===== src/rtl/sio_irq_pkg.sv =====
// Shared constants, register layout and source coding for the dual-channel
// interrupt vector logic. Assumes channel index 0 is A and 1 is B.
package sio_irq_pkg;
    localparam int NUM_CH      = 2;
    localparam int SRC_PER_CH  = 3;
    localparam int NUM_SRC     = NUM_CH * SRC_PER_CH;
    localparam int IDX_W       = $clog2(NUM_SRC);
    localparam int CODE_W      = 3;
    localparam int DATA_W      = 8;
    localparam int ADDR_W      = 4;

    localparam logic [ADDR_W-1:0] ADDR_CMD    = 4'd0;
    localparam logic [ADDR_W-1:0] ADDR_CH_EN  = 4'd1;
    localparam logic [ADDR_W-1:0] ADDR_VEC    = 4'd2;
    localparam logic [ADDR_W-1:0] ADDR_MASTER = 4'd9;
    localparam logic [ADDR_W-1:0] ADDR_EXT_EN = 4'd15;

    localparam logic [2:0]        CMD_END_SVC = 3'b111;
    localparam logic [CODE_W-1:0] CODE_IDLE   = 3'b011;

    // Pending-bit positions of the two receive sources
    localparam logic [IDX_W-1:0] IDX_A_RX = IDX_W'(5);
    localparam logic [IDX_W-1:0] IDX_B_RX = IDX_W'(2);

    typedef struct packed {
        logic [2:0] spare;
        logic       stat_high;
        logic       mie;
        logic       chain_dis;
        logic       no_vec;
        logic       inc_stat;
    } master_t;

    // Status code of a pending-bit index; the receive codes depend on the special flag
    function automatic logic [CODE_W-1:0] src_code(input logic [IDX_W-1:0] idx,
                                                   input logic sp_a, input logic sp_b);
        case (idx)
            IDX_W'(5): src_code = {2'b11, sp_a};
            IDX_W'(4): src_code = 3'b100;
            IDX_W'(3): src_code = 3'b101;
            IDX_W'(2): src_code = {2'b01, sp_b};
            IDX_W'(1): src_code = 3'b000;
            default:   src_code = 3'b001;
        endcase
    endfunction
endpackage


===== src/rtl/sio_irq_chan_src.sv =====
// One channel's request conditions: holds the channel enable and event-mask
// registers and the first-character arm flag, and reports receive, transmit
// and ext/status requests. Assumes write strobes are already decoded.
module sio_irq_chan_src #(
    parameter int          DATA_W    = 8,
    parameter logic [7:0]  EXT_VALID = 8'hFA
) (
    input  logic              clk,
    input  logic              rst_n,
    input  logic              en_we,
    input  logic              mask_we,
    input  logic [DATA_W-1:0] wdata,
    input  logic              rx_avail,
    input  logic              rx_special,
    input  logic              tx_empty,
    input  logic [DATA_W-1:0] ext_src,
    input  logic              rx_taken,
    output logic [2:0]        req
);
    logic [DATA_W-1:0] en_q;
    logic [DATA_W-1:0] mask_q;
    logic              armed_q;
    logic [1:0]        rx_mode;
    logic              rx_p, tx_p, ext_p;

    // Register the enable and event-mask values
    always_ff @(posedge clk) begin
        if (!rst_n) begin
            en_q   <= '0;
            mask_q <= '0;
        end else begin
            if (en_we)   en_q   <= wdata;
            if (mask_we) mask_q <= wdata & EXT_VALID;
        end
    end

    // Arm on enable write, disarm once the receive request is acknowledged
    always_ff @(posedge clk) begin
        if (!rst_n)        armed_q <= 1'b0;
        else if (en_we)    armed_q <= 1'b1;
        else if (rx_taken) armed_q <= 1'b0;
    end

    // Derive the three request conditions from the enables
    always_comb begin
        rx_mode = en_q[4:3];
        case (rx_mode)
            2'b01:   rx_p = rx_special | (rx_avail & armed_q);
            2'b10:   rx_p = rx_special | rx_avail;
            2'b11:   rx_p = rx_special;
            default: rx_p = 1'b0;
        endcase
        tx_p  = tx_empty & en_q[1];
        ext_p = en_q[0] & (|(ext_src & mask_q));
        req   = {rx_p, tx_p, ext_p};
    end

    // once the first-character request is taken, it does not come back without a new write
    assert_first_disarm_R2: assert property (@(posedge clk) disable iff (!rst_n)
        (rx_taken && !en_we && rx_mode == 2'b01) |=> (!req[2] || rx_special || en_we || $past(en_we)));
endmodule


===== src/rtl/sio_irq_prio.sv =====
// Priority and in-service tracking: finds the highest pending and highest
// eligible source, raises the request, and updates the in-service flags on
// acknowledge and on the end-of-service command. Higher index = higher priority.
module sio_irq_prio #(
    parameter int NUM_SRC = 6,
    parameter int IDX_W   = 3
) (
    input  logic               clk,
    input  logic               rst_n,
    input  logic [NUM_SRC-1:0] pend,
    input  logic               mie,
    input  logic               chain_in,
    input  logic               ack,
    input  logic               end_svc,
    output logic               int_req,
    output logic               ack_fire,
    output logic               any_svc,
    output logic [IDX_W-1:0]   sel_idx,
    output logic               sel_valid,
    output logic [IDX_W-1:0]   top_idx,
    output logic               top_valid
);
    logic [NUM_SRC-1:0] ius_q;
    logic [NUM_SRC-1:0] elig;
    logic [NUM_SRC-1:0] clr_mask;
    logic [NUM_SRC-1:0] set_mask;
    logic               blk;

    // Eligibility: pending and not masked by an equal or higher in-service source
    always_comb begin
        for (int i = 0; i < NUM_SRC; i++) begin
            blk = 1'b0;
            for (int j = 0; j < NUM_SRC; j++)
                if (j >= i) blk = blk | ius_q[j];
            elig[i] = pend[i] & ~blk;
        end
    end

    // Priority encoders for eligible, pending and in-service sets
    always_comb begin
        sel_idx   = '0;
        sel_valid = 1'b0;
        top_idx   = '0;
        top_valid = 1'b0;
        clr_mask  = '0;
        for (int i = 0; i < NUM_SRC; i++) begin
            if (elig[i]) begin
                sel_idx   = IDX_W'(i);
                sel_valid = 1'b1;
            end
            if (pend[i]) begin
                top_idx   = IDX_W'(i);
                top_valid = 1'b1;
            end
            if (ius_q[i]) begin
                clr_mask    = '0;
                clr_mask[i] = 1'b1;
            end
        end
    end

    // Request, acknowledge and set mask
    always_comb begin
        int_req  = mie & chain_in & sel_valid;
        ack_fire = ack & int_req;
        set_mask = '0;
        if (ack_fire) set_mask[sel_idx] = 1'b1;
        any_svc  = |ius_q;
    end

    // In-service state: clear from the pre-edge state, then add the acknowledged source
    always_ff @(posedge clk) begin
        if (!rst_n) ius_q <= '0;
        else        ius_q <= (ius_q & ~(end_svc ? clr_mask : '0)) | set_mask;
    end

    // an acknowledge alone adds exactly one in-service source
    assert_ack_adds_one_R7: assert property (@(posedge clk) disable iff (!rst_n)
        (ack_fire && !end_svc) |=> ($countones(ius_q) == $past($countones(ius_q)) + 1));
    // the end-of-service command alone removes exactly one source
    assert_end_svc_removes_one_R8: assert property (@(posedge clk) disable iff (!rst_n)
        (end_svc && !ack_fire && any_svc) |=> ($countones(ius_q) == $past($countones(ius_q)) - 1));
    // without acknowledge or command the in-service state holds
    assert_svc_hold_R8: assert property (@(posedge clk) disable iff (!rst_n)
        (!ack_fire && !end_svc) |=> $stable(ius_q));
endmodule


===== src/rtl/sio_irq_vec_fmt.sv =====
// Vector formatter: places the 3-bit status code of a source into either
// bits 3:1 or bits 6:4 of the stored vector. No source gives the idle code.
module sio_irq_vec_fmt
    import sio_irq_pkg::*;
(
    input  logic [DATA_W-1:0] base,
    input  logic              valid,
    input  logic [IDX_W-1:0]  idx,
    input  logic              sp_a,
    input  logic              sp_b,
    input  logic              stat_high,
    output logic [DATA_W-1:0] vec
);
    logic [CODE_W-1:0] code;

    // Choose the code and splice it into the selected field
    always_comb begin
        code = valid ? src_code(idx, sp_a, sp_b) : CODE_IDLE;
        if (stat_high) vec = {base[7], code, base[3:0]};
        else           vec = {base[7:4], code, base[0]};
    end
endmodule


===== src/rtl/sio_irq_vector.sv =====
// Top of the dual-channel interrupt vector logic: decodes register writes,
// holds the shared vector and master control registers, instantiates one
// request block per channel, the priority tracker and two vector formatters.
// Assumes sources are synchronous to clk.
module sio_irq_vector
    import sio_irq_pkg::*;
(
    input  logic                  clk,
    input  logic                  rst_n,
    input  logic                  reg_we,
    input  logic                  reg_chan,
    input  logic [ADDR_W-1:0]     reg_addr,
    input  logic [DATA_W-1:0]     reg_wdata,
    input  logic [NUM_CH-1:0]     src_rx_avail,
    input  logic [NUM_CH-1:0]     src_rx_special,
    input  logic [NUM_CH-1:0]     src_tx_empty,
    input  logic [DATA_W-1:0]     src_ext_a,
    input  logic [DATA_W-1:0]     src_ext_b,
    input  logic                  chain_en_in,
    input  logic                  ack,
    output logic                  int_req,
    output logic                  chain_en_out,
    output logic                  ack_drive,
    output logic [DATA_W-1:0]     ack_vector,
    output logic [NUM_SRC-1:0]    pend_flags,
    output logic [DATA_W-1:0]     vec_rd_a,
    output logic [DATA_W-1:0]     vec_rd_b
);
    logic [DATA_W-1:0] vec_q;
    master_t           mst_q;
    logic              end_svc;
    logic              ack_fire, any_svc, sel_valid, top_valid;
    logic [IDX_W-1:0]  sel_idx, top_idx;
    logic [NUM_CH-1:0] rx_taken;
    logic [DATA_W-1:0] ext_arr [NUM_CH];
    logic [DATA_W-1:0] ack_mod;

    // Command decode: end-of-service from either channel
    always_comb begin
        end_svc     = reg_we && reg_addr == ADDR_CMD && reg_wdata[5:3] == CMD_END_SVC;
        ext_arr[0]  = src_ext_a;
        ext_arr[1]  = src_ext_b;
        rx_taken[0] = ack_fire && sel_idx == IDX_A_RX;
        rx_taken[1] = ack_fire && sel_idx == IDX_B_RX;
    end

    // Shared registers, writable through either channel
    always_ff @(posedge clk) begin
        if (!rst_n) begin
            vec_q <= '0;
            mst_q <= '0;
        end else if (reg_we) begin
            if (reg_addr == ADDR_VEC)    vec_q <= reg_wdata;
            if (reg_addr == ADDR_MASTER) mst_q <= master_t'(reg_wdata);
        end
    end

    for (genvar c = 0; c < NUM_CH; c++) begin : g_chan
        localparam int BASE = SRC_PER_CH * (NUM_CH - 1 - c);
        logic en_we, mask_we;
        assign en_we   = reg_we && reg_chan == c[0] && reg_addr == ADDR_CH_EN;
        assign mask_we = reg_we && reg_chan == c[0] && reg_addr == ADDR_EXT_EN;
        sio_irq_chan_src #(.DATA_W(DATA_W)) i_src (
            .clk        (clk),
            .rst_n      (rst_n),
            .en_we      (en_we),
            .mask_we    (mask_we),
            .wdata      (reg_wdata),
            .rx_avail   (src_rx_avail[c]),
            .rx_special (src_rx_special[c]),
            .tx_empty   (src_tx_empty[c]),
            .ext_src    (ext_arr[c]),
            .rx_taken   (rx_taken[c]),
            .req        (pend_flags[BASE +: SRC_PER_CH])
        );
    end

    sio_irq_prio #(.NUM_SRC(NUM_SRC), .IDX_W(IDX_W)) i_prio (
        .clk       (clk),
        .rst_n     (rst_n),
        .pend      (pend_flags),
        .mie       (mst_q.mie),
        .chain_in  (chain_en_in),
        .ack       (ack),
        .end_svc   (end_svc),
        .int_req   (int_req),
        .ack_fire  (ack_fire),
        .any_svc   (any_svc),
        .sel_idx   (sel_idx),
        .sel_valid (sel_valid),
        .top_idx   (top_idx),
        .top_valid (top_valid)
    );

    sio_irq_vec_fmt i_fmt_rd (
        .base      (vec_q),
        .valid     (top_valid),
        .idx       (top_idx),
        .sp_a      (src_rx_special[0]),
        .sp_b      (src_rx_special[1]),
        .stat_high (mst_q.stat_high),
        .vec       (vec_rd_b)
    );

    sio_irq_vec_fmt i_fmt_ack (
        .base      (vec_q),
        .valid     (sel_valid),
        .idx       (sel_idx),
        .sp_a      (src_rx_special[0]),
        .sp_b      (src_rx_special[1]),
        .stat_high (mst_q.stat_high),
        .vec       (ack_mod)
    );

    // Outputs toward the bus and the daisy chain
    always_comb begin
        vec_rd_a     = vec_q;
        ack_vector   = mst_q.inc_stat ? ack_mod : vec_q;
        ack_drive    = ack_fire & ~mst_q.no_vec;
        chain_en_out = chain_en_in & ~mst_q.chain_dis & ~any_svc & ~int_req;
    end

    // with nothing pending the channel B readback carries the idle code
    assert_idle_code_R3: assert property (@(posedge clk) disable iff (!rst_n)
        (pend_flags == '0) |-> (mst_q.stat_high ? vec_rd_b[6:4] == CODE_IDLE : vec_rd_b[3:1] == CODE_IDLE));
    // a request always has a pending source behind it
    assert_req_has_source_R6: assert property (@(posedge clk) disable iff (!rst_n)
        int_req |-> (pend_flags != '0));
    // a request blocks lower devices on the chain
    assert_req_blocks_chain_R9: assert property (@(posedge clk) disable iff (!rst_n)
        int_req |-> !chain_en_out);
endmodule


===== config.mk =====
export PLATFORM = sky130hd
export DESIGN_NAME = sio_irq_vector
export DESIGN_NICKNAME = d
export VERILOG_FILES = /design/src/rtl/sio_irq_pkg.sv /design/src/rtl/sio_irq_chan_src.sv /design/src/rtl/sio_irq_prio.sv /design/src/rtl/sio_irq_vec_fmt.sv /design/src/rtl/sio_irq_vector.sv
export SDC_FILE = /design/constraint.sdc
export NUM_CORES = 1
export LEC_CHECK = 0
export CAP_MARGIN = 25
export CORE_MARGIN = 1
export CORE_UTILIZATION = 47
export CTS_CLUSTER_DIAMETER = 40
export CTS_CLUSTER_SIZE = 28
export DETAILED_ROUTE_END_ITERATION = 10
export PLACE_DENSITY = 0.81
export SYNTH_ARGS = -nofsm -noshare
export SYNTH_HDL_FRONTEND = slang
export SYNTH_SLANG_ARGS = --single-unit

===== constraint.sdc =====
create_clock -name clk -period 2.8 [get_ports clk]
set_input_delay 0.7 -clock clk [delete_from_list [all_inputs] [get_ports clk]]
set_output_delay 0.7 -clock clk [all_outputs]
set_load 0.01 [all_outputs]

==> results.md, run 1 <==
- Drt first pass iters: 5
- Root Driver: clkbuf_8
- Startpoint Class: flip-flop
- Final hold violation count: 0
- CTS Hold Bufs: 0
- Share of cells above drive strength 1: 0.3543
- Slew headroom: 0.7070
- Worst Slack Setup Final: -0.03505 ns
- Area grow syn2layout: 54.40%
- Starting Density: 0.4929
- Total core area: 4755 sq um
- Cell area after synthesis: 2343 sq um
- Gpl congestion: 0.9308
- Fin Hold WS: 0.4975 ns
- Die Y: 72.61 microns
- Crit path DAT: 2.14 ns
- Antenna Violating Nets Remaining: 0
- Crit end category: output pin
- Max-slew violation count: 0
- DRC viols: 0
- Worst VDD drop: 0.0002815 V
- NumNets Final: 426
- Post-synth EDFFs: 0
- MaxCap Viol Count: 0
- YS warnings: 0
- Fillers: 343
- Final setup fails: 3
- Clock sink count: 41
- IO Port Bufs: 68
- Final period util: 1.013
- CTS tree: built
- Max Freq: 352.7 MHz
- Clock Tree Buf Depth: 2
- Synth cell types: 46
- DP Wirelength: 5037 microns
- RSZ-0062 raised after global routing: yes
- Via Count: 2452
- CTS Buf Count: 5
- Post-detailed-route wirelength per cell: 17.06 microns
- Syn_nets: 317
- GRT Overall Usage: 0.2824
- Ys flop type: dfxtp_1
- Post-DP Area: 3272 sq um
- Lkg Pwr: 1.469 nW
- Die Wd: 72.61 microns
- Syn Inst Count: 271
- Vias/cell: 5.473
- Cell Pwr Density: 306.2 nW/um^2
- Die ar.: 5272 sq um
- Pin count of the biggest net entering global routing: 43
- Htree depth: 2
- Hold path depth: 2
- Clock-pin slew on the worst setup and hold paths: 0.08 ns
- Outcome: complete, but fails checks
- CP required: 2.10 ns
- Final Instance Area: 3618 sq um
- Worst-case clock skew: 0.006326 ns
- FP Rows: 25
- CP Max Fanout: 3
- HP Class: flip-flop to flip-flop
- Most frequent cells in the layout: 50 x buf_4, 36 x dfxtp_1, 33 x clkdlybuf4s50_1
- # IOs: 73
- Post-layout min period: 2.835 ns
- Worst slew pin tran: 0.4382 ns
- Seq cells post-synth: 41
- Post-synthesis sequential area ratio: 0.3502
- Iteration-0 DRC Markers: 145
- Final WL: 7645 microns
- Antenna diodes: 0
- Synth area leader: dfxtp_1
- Synth area leaders: dfxtp_1 35%, mux2i_1 10%, nor2b_1 7.2%, a21boi_0 4.2%, buf_4 3.2%
- Mean post-synth cell area: 8.648 sq um
- Failing checks: setup timing
- Later-pin clock latency in the skew report: 0.30 ns
- Antenna violations before repair: 0
- Most common cell after layout, fill and taps aside: buf_4
- First-pass GRT wire length: 11200 microns
- Number of global-route vias before repair: 2390
- GRT overflow: 0
- R2R cell count: 10
- Setup CP Type: flip-flop to output pin
- Yosys top cell area share: 0.3502
- Post-synth ARST share: 0
==> cells by family (layout without fill, tap and decap cells) <==
kind of cell               Yosys count  after routing  share of synthesized area
and+or+nand+nor                    104            104                     0.2520
muxes                               24             24                     0.1025
DFF                                 41             41                     0.3502
buffers and inverters               33            143                    0.07581
AOI/OAI and AO/OA                   63             63                     0.1874
adders and majority gates            6              6                    0.03203
==> final timing paths <==
| check | from | to | slack, ns |
|---|---|---|---|
| setup / recovery | g_chan[1].i_src.en_q[4] | ack_vector[4] | -0.04 |
| hold / removal | vec_rd_a[7] | vec_rd_a[7] | 0.50 |
| setup reg to reg | g_chan[0].i_src.en_q[4] | g_chan[0].i_src.armed_q | 0.69 |
| hold reg to reg | vec_rd_a[7] | vec_rd_a[7] | 0.50 |
==> report_power, final <==
group	leakage [nW]	switching, mW	internal [mW]
combinational	1.09	0.0627	0.0707
sequential	0.333	0.00500	0.587
clock	0.0439	0.210	0.172
==> registers in the layout (all words and copies together) (netlist names) <==
name,flops
vec_rd_a,8
g_chan.i_src.armed_q,2
g_chan.i_src.mask_q,12
mst_q,5
g_chan.i_src.en_q,8
i_prio.ius_q,6
==> cell usage after synthesis, drive strengths merged, types with 7 or more instances <==
cell	instances
a31oi	7
buf	14
nand3	13
inv	13
nand2	20
o21ai	12
nor2b	27
a21oi	11
a21boi	14
dfxtp	41
mux2i	24
nor2	18
==> metal layers <==
metal  up-vias  routed length (microns)  GRT usage
met5         -                        0          0
met4         0                      195     0.1242
met3        18                      412    0.03591
met2        96                     4013     0.5202
met1      1160                     3025     0.3258
li1       1178                        -          -
==> stage by stage <==
step	instances	worst slack (ns)	setup TNS (ns)	power, mW	util
after global routing	448	-0.1415	-0.6376	1.149	0.7611
after detailed placement	425	-0.7083	-10.63	0.7382	0.6882
after floorplan	271	0.1164	0	0.6490	-
final	448	-0.03505	-0.04389	1.108	0.7611
after CTS	442	-0.02531	-0.02531	1.106	0.7347
after global placement	425	-0.6622	-10.20	0.7365	0.6882
==> repair_timing <==
action | CTS | global route
resized for setup | 118 | 35
pin swaps | 26 | 11
setup endpoints to repair | 20 | 17
cloned | 0 | 0
buffers inserted | 9 | 6
==> layout make-up <==
class	instances	area, sq um	share of cell area
Sequential cell	41	827.0	0.2286
Multi-Input combinational cell	197	1579	0.4364
Timing Repair Buffer	122	993.5	0.2746
Clock buffer	5	68.82	0.01902
Clock inverter	3	17.52	0.004841
Tap cell	67	83.83	0.02317
Inverter	13	48.80	0.01349
==> critical path, cell delays in order (launching register included) <==
cell and delay [ns]:
dfxtp_2 0.36, inv_2 0.05, ha_4 0.26, o211ai_1 0.16, a21oi_2 0.22, mux2i_1 0.27, o21ai_2 0.11, buf_4 0.14
a41oi_2 0.11, buf_2 0.15
Power figures use the tool's default switching activity.
==> inputs of run 2 (changes only) <==
CTS_CLUSTER_SIZE = 14   (was 28)
==> results of run 2 <==
Same layout as run 1: the final DEF is identical, and so are final timing and power.
==> inputs of run 3 (changes only) <==
REMOVE_ABC_BUFFERS = 1   (was not set)
==> run 3 against run 2 <==
The run still ends with setup timing left. Core utilization rose by 1.4 points. Maximum frequency fell by 1.6%. Sequential power barely moved. Sequential share of layout area fell by 0.36 points.
==> results.md, run 3 (same netlist as run 1, synthesis figures left out) <==
- Outcome: complete, but fails checks
- Failing checks: setup timing
- RSZ-0062 raised after global routing: yes
- First-pass GRT wire length: 11250 microns
- Antenna Violating Nets Remaining: 0
- # IOs: 73
- Post-layout min period: 2.881 ns
- Placed Instances: 424
- Highest Signal Layer: met4
- Worst-path cell chain: or4_4 > buf_6 > nor3_4 > a21oi_4 > nand3b_1 > buf_4 > nor3b_2 > buf_2
- Most frequent cells in the layout: 46 x buf_4, 36 x dfxtp_1, 32 x clkdlybuf4s50_1
- DRT met1 WL: 2841 microns
- Crit path max-delay family: simple AND/OR/NAND/NOR gates
- Iteration-0 DRC Markers: 206
- Metal2 WL: 3728 microns
- Total core area: 4755 sq um
- Pin count of the biggest net entering global routing: 22
- Clock Tree Buf Depth: 2
- CTS tree: built
- NumNets Final: 428
- Die ar.: 5272 sq um
- Final setup fails: 7
- Fillers: 321
- Post-detailed-route wirelength per cell: 16.19 microns
- DP Wirelength: 5004 microns
- DRC viols: 0
- Die Wd: 72.61 microns
- Vias/cell: 5.541
- Max Freq: 347.0 MHz
- Clock sink count: 41
- FP Rows: 25
- Starting Density: 0.4929
- Share of cells above drive strength 1: 0.3534
- Slew headroom: 0.5468
- Final period util: 1.029
- Met3 wire len: 586 microns
- GRT Overall Usage: 0.2803
- IO Port Bufs: 68
- Clock-pin slew on the worst setup and hold paths: 0.08 ns
- Final design utilization: 0.7755
- CP Max Fanout: 4
- FF+latch area: 829.5 sq um
- Crit-path max cell delay: 0.59 ns
- Crit path DAT: 2.18 ns
- DP Worst Slack: -0.7637 ns
- Worst slew pin tran: 0.6776 ns
- Final WL: 7270 microns
- Hold path start: vec_rd_a[0]
- Antenna diodes: 0
- Buf+Inv Stages, Crit Path: 3
- Most common cell after layout, fill and taps aside: buf_4
- Final hold violation count: 0
- Final TNS setup: -0.2713 ns
- Startpoint Class: flip-flop
- Hold EP: vec_rd_a[0]
- GRT overflow: 0
- Crit end category: output pin
- Max-slew violation count: 0
- Hold path depth: 2
- Multi-input gate area in the final layout: 1587 sq um
- CP Depth: 8
- R2R cell count: 9
- CP max stage cell: or4_4
- Final std cells w/o fill: 449
- Area grow syn2layout: 57.34%
- Die Y: 72.61 microns
- Largest register FFs: 12
- Drt first pass iters: 4
- Cell Pwr Density: 302.3 nW/um^2
- Later-pin clock latency in the skew report: 0.29 ns
- HP Class: flip-flop to flip-flop
- Worst r2r src: g_chan[0].i_src.en_q[3]
- Htree depth: 2
- CTS Buf Count: 5
- Gpl congestion: 0.8780
- CP required: 2.10 ns
- Setup CP Type: flip-flop to output pin
- Antenna violations before repair: 0
- Worst VDD drop: 0.0002583 V
- Number of global-route vias before repair: 2425
- Root Driver: clkbuf_8
- Via Count: 2488
- R2R Path End: g_chan[0].i_src.armed_q
- Worst reg-to-reg setup slack: 0.84 ns
- Fin Hold WS: 0.4964 ns
- Register name with the most flops: g_chan.i_src.mask_q
- Worst-case clock skew: 0.005414 ns
- MaxCap Viol Count: 0
- Lkg Pwr: 1.482 nW
- Worst Slack Setup Final: -0.08144 ns
-- run 3: cell count changes in the layout (fill, tap and decap cells not counted), moves of 3 or more --
| cell | previous run | this run |
|---|---|---|
| buf_2 | 17 | 12 |
| buf_6 | 4 | 9 |
| buf_4 | 50 | 46 |
| dlygate4sd2_1 | 11 | 14 |
| ha_1 | 4 | 1 |
| ha_4 | 2 | 5 |
| o21ai_1 | 3 | 6 |
-- run 3: layer usage --
layer,global-route usage,up-vias
met1,0.3391,1186
met5,0,-
met2,0.5036,117
met3,0.04558,11
li1,-,1174
met4,0.09368,0
-- run 3: where the power goes --
group	switching, mW	leakage [nW]	internal [mW]
clock	0.193	0.0443	0.196
sequential	0.00508	0.333	0.587
combinational	0.0617	1.10	0.0730
total	0.260	1.48	0.855
-- run 3: final cells by class --
class	instances	area share
clock buffers	7	0.02341
multi-input cells	197	0.4303
inverters	13	0.01391
well taps	67	0.02273
flip-flops and latches	41	0.2250
repair buffers	124	0.2847
-- run 3: worst max path at each step --
stage                                       start       endpoint
final                             i_prio.ius_q[3]      ack_drive
after global routing              i_prio.ius_q[3]      ack_drive
after CTS                 g_chan[0].i_src.en_q[4]      ack_drive
after detailed placement        src_rx_special[0]  ack_vector[4]
after floorplan                   src_rx_avail[0]      ack_drive
after global placement          src_rx_special[0]  ack_vector[4]
-- run 3: worst register-to-register path, delay by kind of cell, from the launching register on --
family                   cells  cell delay, ns
AO/OA/AOI/OAI                3            0.55
AND/OR/NAND/NOR              2            0.32
adder cells (fa/ha/maj)      1            0.26
flip-flops                   1            0.38
buffers and inverters        3            0.34
-- run 3: timing repair --
item / CTS / global route
buffers inserted: 13 / 7
gates resized for setup: 116 / 40
setup endpoints to repair: 19 / 15
hold buffers: 0 / 0
pin swaps: 27 / 24
-- run 3: stage by stage --
step,power [mW],cell area (sq um)
3_3_place_gp,0.7374,3264
3_5_place_dp,0.7393,3264
5_1_grt,1.149,3687
2_1_floorplan,0.6398,2215
6_report,1.115,3687
4_1_cts,1.116,3533
